## src/rtl/rgbi_dvi_pkg.sv

```systemverilog
`timescale 1ns/1ps
package rgbi_dvi_pkg;
  // two driven bits of one channel: msb and the one below it
  typedef struct packed {
    logic hi;
    logic lo;
  } lvl_t;

  typedef struct packed {
    logic i;
    logic r;
    logic g;
    logic b;
  } pix_t;

  typedef enum logic [1:0] {
    TINT_GREEN  = 2'd0,
    TINT_YELLOW = 2'd1,
    TINT_WHITE  = 2'd2,
    TINT_RED    = 2'd3
  } tint_e;

  localparam int NCH    = 3;
  localparam int CH_RED = 0;
  localparam int CH_GRN = 1;
  localparam int CH_BLU = 2;
endpackage

```

## src/rtl/rgbi_rst_sync.sv

```systemverilog
`timescale 1ns/1ps
module rgbi_rst_sync #(
  parameter int STAGES = 2
) (
  input  logic clk,
  input  logic rst_n,
  output logic rst_sync_n
);
  logic [STAGES-1:0] sh_q;
  logic [STAGES-1:0] sh_d;

  always_comb begin
    sh_d = {sh_q[STAGES-2:0], 1'b1};
  end

  always_ff @(posedge clk or negedge rst_n) begin
    if (!rst_n) sh_q <= '0;
    else        sh_q <= sh_d;
  end

  assign rst_sync_n = sh_q[STAGES-1];
endmodule

```

## src/rtl/rgbi_cga_map.sv

```systemverilog
`timescale 1ns/1ps
module rgbi_cga_map
  import rgbi_dvi_pkg::*;
(
  input  pix_t           pix,
  output lvl_t [NCH-1:0] lvl
);
  logic brown;

  always_comb begin
    // dark yellow code shown as brown: green halved
    brown          = !pix.i && pix.r && pix.g && !pix.b;
    lvl[CH_RED].hi = pix.r;
    lvl[CH_RED].lo = pix.i;
    lvl[CH_GRN].hi = pix.g & ~brown;
    lvl[CH_GRN].lo = pix.i | brown;
    lvl[CH_BLU].hi = pix.b;
    lvl[CH_BLU].lo = pix.i;
  end
endmodule

```

## src/rtl/rgbi_mono_tint.sv

```systemverilog
`timescale 1ns/1ps
module rgbi_mono_tint
  import rgbi_dvi_pkg::*;
(
  input  pix_t           pix,
  input  tint_e          tint,
  output lvl_t [NCH-1:0] lvl
);
  logic [NCH-1:0] ch_en;

  always_comb begin
    case (tint)
      TINT_GREEN:  ch_en = 3'b010;
      TINT_YELLOW: ch_en = 3'b011;
      TINT_WHITE:  ch_en = 3'b111;
      TINT_RED:    ch_en = 3'b001;
      default:     ch_en = 3'b000;
    endcase
  end

  for (genvar c = 0; c < NCH; c++) begin : g_ch
    always_comb begin
      lvl[c].hi = pix.g & ch_en[c];
      lvl[c].lo = pix.g & ch_en[c] & pix.i;
    end
  end
endmodule

```

## src/rtl/rgbi_out_stage.sv

```systemverilog
`timescale 1ns/1ps
module rgbi_out_stage
  import rgbi_dvi_pkg::*;
#(
  parameter int CH_W = 8
) (
  input  logic                clk,
  input  logic                rst_n,
  input  logic                cap_en,
  input  lvl_t [NCH-1:0]      lvl_d,
  input  logic                hs_d,
  input  logic                vs_d,
  input  logic                de_d,
  output logic [CH_W-1:0]     chan_q [NCH],
  output logic                hs_q,
  output logic                vs_q,
  output logic                de_q
);
  localparam int PAD_W = CH_W - 2;

  logic [CH_W-1:0] chan_d [NCH];

  for (genvar c = 0; c < NCH; c++) begin : g_ch
    always_comb begin
      if (de_d) chan_d[c] = {lvl_d[c].hi, lvl_d[c].lo, {PAD_W{1'b0}}};
      else      chan_d[c] = '0;
    end

    always_ff @(posedge clk or negedge rst_n) begin
      if (!rst_n)      chan_q[c] <= '0;
      else if (cap_en) chan_q[c] <= chan_d[c];
    end
  end

  always_ff @(posedge clk or negedge rst_n) begin
    if (!rst_n) begin
      hs_q <= 1'b0;
      vs_q <= 1'b0;
      de_q <= 1'b0;
    end else if (cap_en) begin
      hs_q <= hs_d;
      vs_q <= vs_d;
      de_q <= de_d;
    end
  end
endmodule

```

## src/rtl/rgbi_dvi_mapper.sv

```systemverilog
`timescale 1ns/1ps
module rgbi_dvi_mapper
  import rgbi_dvi_pkg::*;
#(
  parameter int CH_W = 8
) (
  input  logic            clk,
  input  logic            rst_n,
  input  logic            mono_mode,
  input  logic [1:0]      tint_sel,
  input  logic [3:0]      pix_rgbi,
  input  logic            hs_i,
  input  logic            vs_i,
  input  logic            de_i,
  output logic [CH_W-1:0] red_o,
  output logic [CH_W-1:0] grn_o,
  output logic [CH_W-1:0] blu_o,
  output logic            hs_o,
  output logic            vs_o,
  output logic            de_o
);
  logic           rst_i_n;
  pix_t           pix;
  tint_e          tint;
  lvl_t [NCH-1:0] lvl_cga;
  lvl_t [NCH-1:0] lvl_mono;
  lvl_t [NCH-1:0] lvl_sel;
  logic [CH_W-1:0] chan_q [NCH];

  assign pix  = pix_t'(pix_rgbi);
  assign tint = tint_e'(tint_sel);

  rgbi_rst_sync #(.STAGES(2)) u_rst (
    .clk        (clk),
    .rst_n      (rst_n),
    .rst_sync_n (rst_i_n)
  );

  rgbi_cga_map u_cga (
    .pix (pix),
    .lvl (lvl_cga)
  );

  rgbi_mono_tint u_mono (
    .pix  (pix),
    .tint (tint),
    .lvl  (lvl_mono)
  );

  always_comb begin
    lvl_sel = mono_mode ? lvl_mono : lvl_cga;
  end

  rgbi_out_stage #(.CH_W(CH_W)) u_out (
    .clk    (clk),
    .rst_n  (rst_i_n),
    .cap_en (1'b1),
    .lvl_d  (lvl_sel),
    .hs_d   (hs_i),
    .vs_d   (vs_i),
    .de_d   (de_i),
    .chan_q (chan_q),
    .hs_q   (hs_o),
    .vs_q   (vs_o),
    .de_q   (de_o)
  );

  assign red_o = chan_q[CH_RED];
  assign grn_o = chan_q[CH_GRN];
  assign blu_o = chan_q[CH_BLU];
endmodule

```

## config.mk

```make
export PLATFORM = sky130hd
export DESIGN_NAME = rgbi_dvi_mapper
export DESIGN_NICKNAME = d
export VERILOG_FILES = /design/src/rtl/rgbi_dvi_pkg.sv /design/src/rtl/rgbi_rst_sync.sv /design/src/rtl/rgbi_cga_map.sv /design/src/rtl/rgbi_mono_tint.sv /design/src/rtl/rgbi_out_stage.sv /design/src/rtl/rgbi_dvi_mapper.sv
export SDC_FILE = /design/constraint.sdc
export NUM_CORES = 1
export LEC_CHECK = 0
export BUFFER_PORTS_ARGS = -buffer_cell sky130_fd_sc_hd__buf_4
export CELL_PAD_IN_SITES_DETAIL_PLACEMENT = 0
export CELL_PAD_IN_SITES_GLOBAL_PLACEMENT = 1
export CORE_MARGIN = 4
export CORE_UTILIZATION = 31
export CTS_BUF_LIST = sky130_fd_sc_hd__clkbuf_8
export DETAILED_ROUTE_END_ITERATION = 12
export PLACE_DENSITY = 0.95
export SKIP_LAST_GASP = 1
export SYNTH_ARGS = -nofsm -noshare
export SYNTH_HDL_FRONTEND = slang
export SYNTH_SLANG_ARGS = --single-unit
```

## constraint.sdc

```tcl
create_clock -name clk -period 0.8 [get_ports clk]
set_input_delay 0.16 -clock clk [delete_from_list [all_inputs] [get_ports clk]]
set_output_delay 0.16 -clock clk [all_outputs]
set_load 0.1 [all_outputs]
```

### After elaboration in Yosys (flattened, before gate mapping)

Cells that the tools add are included.

* register bits: 29
* input bits: 12

* eq/ne operators: 3
* muxes and demuxes: 5
* bitwise operators: 9
* reductions and logical operators: 6

Operators with widths (count)
* 8-bit two-way mux: 3
* 3-bit case mux with 4 select lines: 1
* 1-bit AND: 7
* 6-bit two-way mux: 1
* 2-bit == test (second input constant): 2
* 1-bit logical AND: 3
* 2-bit by 1-bit == test with 1-bit output (second input constant): 1
* 1-bit logical NOT: 2
* 2-bit logical NOT: 1
* 1-bit inverter: 1
* 1-bit OR: 1

### Longest topological paths before layout

* depth after elaboration: 8
* mapped depth: 4
* gate-level depth less buffers: 3

### Modules after synthesis

From an unflattened synthesis, not the netlist that was laid out.

* cell total of the unflattened synthesis: 77
* area total of the unflattened synthesis: 760.7 µm²

Modules (own cells, without submodules)
* rgbi_out_stage: instances 1, cells an instance 50, area an instance 491.7 µm²
* rgbi_dvi_mapper: instances 1, cells an instance 8, area an instance 105.1 µm²
* rgbi_cga_map: instances 1, cells an instance 8, area an instance 55.1 µm²
* rgbi_mono_tint: instances 1, cells an instance 8, area an instance 55.1 µm²
* rgbi_rst_sync: instances 1, cells an instance 3, area an instance 53.8 µm²

### Least setup slack after synthesis

Ideal clock, no wire load.

* path kind: register -> output
* start point: reg u_out.chan_q[6] in the netlist's numbering
* end point: out blu_o[6]
* data arrival time: 883 ps
* required time: 640 ps
* slack: -243 ps
* cell stages (with the launch flop): 1
* cells stage by stage: dfrtp_1

RTL lines
* start: declaration: line rgbi_out_stage.sv:14 `output logic [CH_W-1:0] chan_q [NCH],`
* start signal: indexed assignment: line rgbi_out_stage.sv:31 `else if (cap_en) chan_q[c] <= chan_d[c];`
* end: declaration: line rgbi_dvi_mapper.sv:17 `output logic [CH_W-1:0] blu_o,`

No word-level cell between the ends.

### Worst setup path in the final report

* start point: reg u_out.vs_q
* end point: out vs_o

RTL lines
* start: declaration: line rgbi_out_stage.sv:16 `output logic vs_q,`
* start signal: assignment: line rgbi_out_stage.sv:42 `vs_q <= vs_d;`
* end: declaration: line rgbi_dvi_mapper.sv:19 `output logic vs_o,`

No word-level cell between the ends.

==> results.yml <==
placed_design:
  numPortBuffers: 20
  finalWeightedCongestion: 0.741
  place_hpwl_um: 813
  dp.cells: 94
hold_path:
  min-delay-path-class: "in -> reg"
  min-delay-start: "hs_i"
global_route:
  grt_usage_pct: 9.57
  overflow: 0
  grt_pass1_wl_mm: 1.75
  first_global_vias: 354
  grt_max_degree: 10
  antenna_found_initial: 0
power_and_ir_drop:
  p_switching_w: 0.000810
  peakVddDrop_v: 0.000935
  power-per-cell-area_nw_per_um2: 2230
  combinationalPowerShare_pct: 40.1
  pwr-share-clk_pct: 26.6
  power_w: 0.00190
  p_int_w: 0.00109
  power.share.sequential_pct: 33.3
  switching_share_pct: 42.6
  leakage_nw: 0.409
job:
  maxCapViolCount: 0
clock_network:
  post_cts_buffers: 0
  cts_made_buffers: 3
  htreeDepth: 1
  clock_path_buffers: 2
  cts_root_buf: "clkbuf_8"
  cts.reportedPaths.clkPinSlew_ns: 0.04
  cts.sinks: 11
  cts_tree: "done"
  insertion_delay_ns: 0.23
finish:
  instances_no_fill: 99
  antennaDiodeCount: 0
  multi_input_area_um2: 179
  nFillCells: 135
  areaGrowthSynthToFinish_pct: 55.9
  num-nets-final: 88
  seq_area_um2: 309
  drive_gt1_share_pct: 45.3
drt:
  via_per_inst: 3.73
  dr.pass1.iters: 1
  wire_per_inst_um: 10.9
  detail-route-antenna-nets: 0
  vias: 369
  drc_errors: 0
  drtIter0Drc: 0
  drt_wl_total_mm: 1.08
floorplan:
  initial_core_util_pct: 34.4
  die_h_um: 50.0
  num_rows: 14
  dieArea_um2: 2500
  io_pins: 39
  die_x_um: 50.0
  core_um2: 1590
timing:
  fmax_ghz: 0.956
  finalWorstSetupSlack_ns: -0.246
  post-route-period-util_pct: 131
  min_period_ns: 1.05
  finalHoldViolCount: 0
  fin_worst_skew_ns: 0.000219
  finalSetupViolCount: 9
  drv_slew: 0
  rsz0062_at_grt: "true"
setup_path:
  cpLargestDelayFamily: "flip-flops"
  timing.rr.end: "u_rst.sh_q[1]"
  cp-endpoint: "vs_o"
  setup.worst_path.start: "u_out.vs_q"
  crit_buf_inv: 1
  start_kind: "flip-flop"
  required_ns: 0.64
  cp_cell_sequence: "buf_12"
  r2r_setup_slack_ns: 0.34
  cp_max_fo: 1
  critPathArrivalTime_ns: 0.89
  rr_startpoint: "u_rst.sh_q[0]"
  critical_path.max_stage_delay_ns: 0.48
  end_kind: "output port"
  path_depth: 1
  r2r_cells: 0
  cp_slowest_cell: "dfrtp_4"
  critical_path_class: "reg -> out"
synthesis:
  synth_seq_cells: 11
  synth.cell_area_um2: 548
  yosysWarnings: 0
  synthCells: 51
  synth.distinct_cells: 16
  ys_seq_area_share_pct: 50.2
  synth_area_per_cell_um2: 10.7
status:
  violations: "setup timing"
  outcome: "finished, violations left"
cell families (layout without fill, tap and decap cells):
group | count (synthesis) | count (layout) | synth area share [%]
flops | 11 | 11 | 50.2
compound gates | 7 | 7 | 8.68
other cells | 2 | 19 | 1.37
mux | 2 | 2 | 3.65
buf+inv | 22 | 29 | 28.8
simple gates | 7 | 7 | 7.31
through the flow:
stage	area, um2	hold WS (ns)	worst slack, ns	TNS [ns]	util [%]
finish	855	0.0372	-0.246	-2.12	53.6
global route	855	0.0310	-0.268	-2.29	53.6
CTS	855	0.0298	-0.246	-2.16	53.6
detailed placement	687	-0.0556	-0.0402	-0.333	43.1
global placement	687	-0.0555	-0.0326	-0.310	43.1
floorplan	646	-0.136	0.0478	0	-
cell type report:
| type | instances | share of cell area (%) |
|---|---|---|
| tap | 24 | 3.51 |
| clock inverter | 1 | 0.439 |
| sequential | 11 | 36.2 |
| multi-input combinational | 35 | 20.9 |
| inverter | 3 | 1.32 |
| clock buffer | 3 | 4.83 |
| timing repair buffer | 22 | 32.8 |
cell usage in the layout (no fill, tap or decap):
| cell type | synthesis | layout |
|---|---|---|
| a21boi_2 | 1 | 1 |
| dfrtp_1 | 11 | 2 |
| nand2_1 | 2 | 2 |
| a21boi_1 | 1 | 1 |
| a311oi_1 | 1 | 1 |
| buf_12 | 0 | 9 |
| a21oi_1 | 2 | 2 |
| and2_1 | 2 | 2 |
| nor4_1 | 1 | 1 |
| nand4_1 | 1 | 1 |
| conb_1 | 2 | 19 |
| nand3b_1 | 1 | 1 |
| buf_4 | 18 | 12 |
| dfrtp_4 | 0 | 9 |
| clkbuf_8 | 0 | 3 |
| o21ai_1 | 2 | 2 |
| dlygate4sd3_1 | 0 | 1 |
| inv_1 | 3 | 4 |
| mux2i_1 | 2 | 2 |
Yosys cell counts:
library cell,instances,area (um2)
conb_1,2,7.51
nand2_1,2,7.51
nor4_1,1,6.26
mux2i_1,2,20.0
a311oi_1,1,8.76
nand4_1,1,6.26
dfrtp_1,11,275
a21boi_1,1,7.51
a21boi_2,1,11.3
and2_1,2,12.5
nand3b_1,1,7.51
buf_4,18,135
inv_1,3,11.3
buf_6,1,11.3
o21ai_1,2,10.0
a21oi_1,2,10.0
registers in the layout (all words and copies together) (netlist names):
| name | cells |
|---|---|
| u_rst.sh_q | 2 |
| u_out.vs_q | 1 |
| u_out.de_q | 1 |
| u_out.chan_q | 6 |
| u_out.hs_q | 1 |
power groups by stage:
| stage | logic [W] | registers [W] | clock network [W] |
|---|---|---|---|
| 2_1_floorplan | 0.000477 | 0.000810 | 0 |
| 3_3_place_gp | 0.000690 | 0.000626 | 0 |
| 3_5_place_dp | 0.000693 | 0.000628 | 0 |
| 4_1_cts | 0.000759 | 0.000632 | 0.000527 |
| 5_1_grt | 0.000784 | 0.000638 | 0.000551 |
| 6_report | 0.000764 | 0.000633 | 0.000506 |
worst min path at each step:
stage,to,depth (start not counted)
floorplan,u_rst.sh_q[0],0
global placement,u_rst.sh_q[1],1
detailed placement,u_rst.sh_q[1],1
CTS,u_out.hs_q,1
global route,u_out.hs_q,1
finish,u_out.hs_q,1
routing by layer:
layer / vias to the layer above / routed length [um] / global-route usage [%] / share of wire [%]
met4: 0 / 0 / 4.15 / 0
met1: 169 / 411 / 11.4 / 38
met5: - / 0 / 0 / 0
met3: 0 / 109 / 2.71 / 10
li1: 176 / - / - / -
met2: 24 / 560 / 15.9 / 52
repair_timing:
| action | in CTS | in global routing |
|---|---|---|
| hold endpoints to repair | 2 | 0 |
| cloned | 0 | 0 |
| gates resized for setup | 27 | 0 |
| endpoints found under the setup margin | 9 | 9 |
| hold buffers | 1 | 0 |
(Power assumes the default switching activity.)
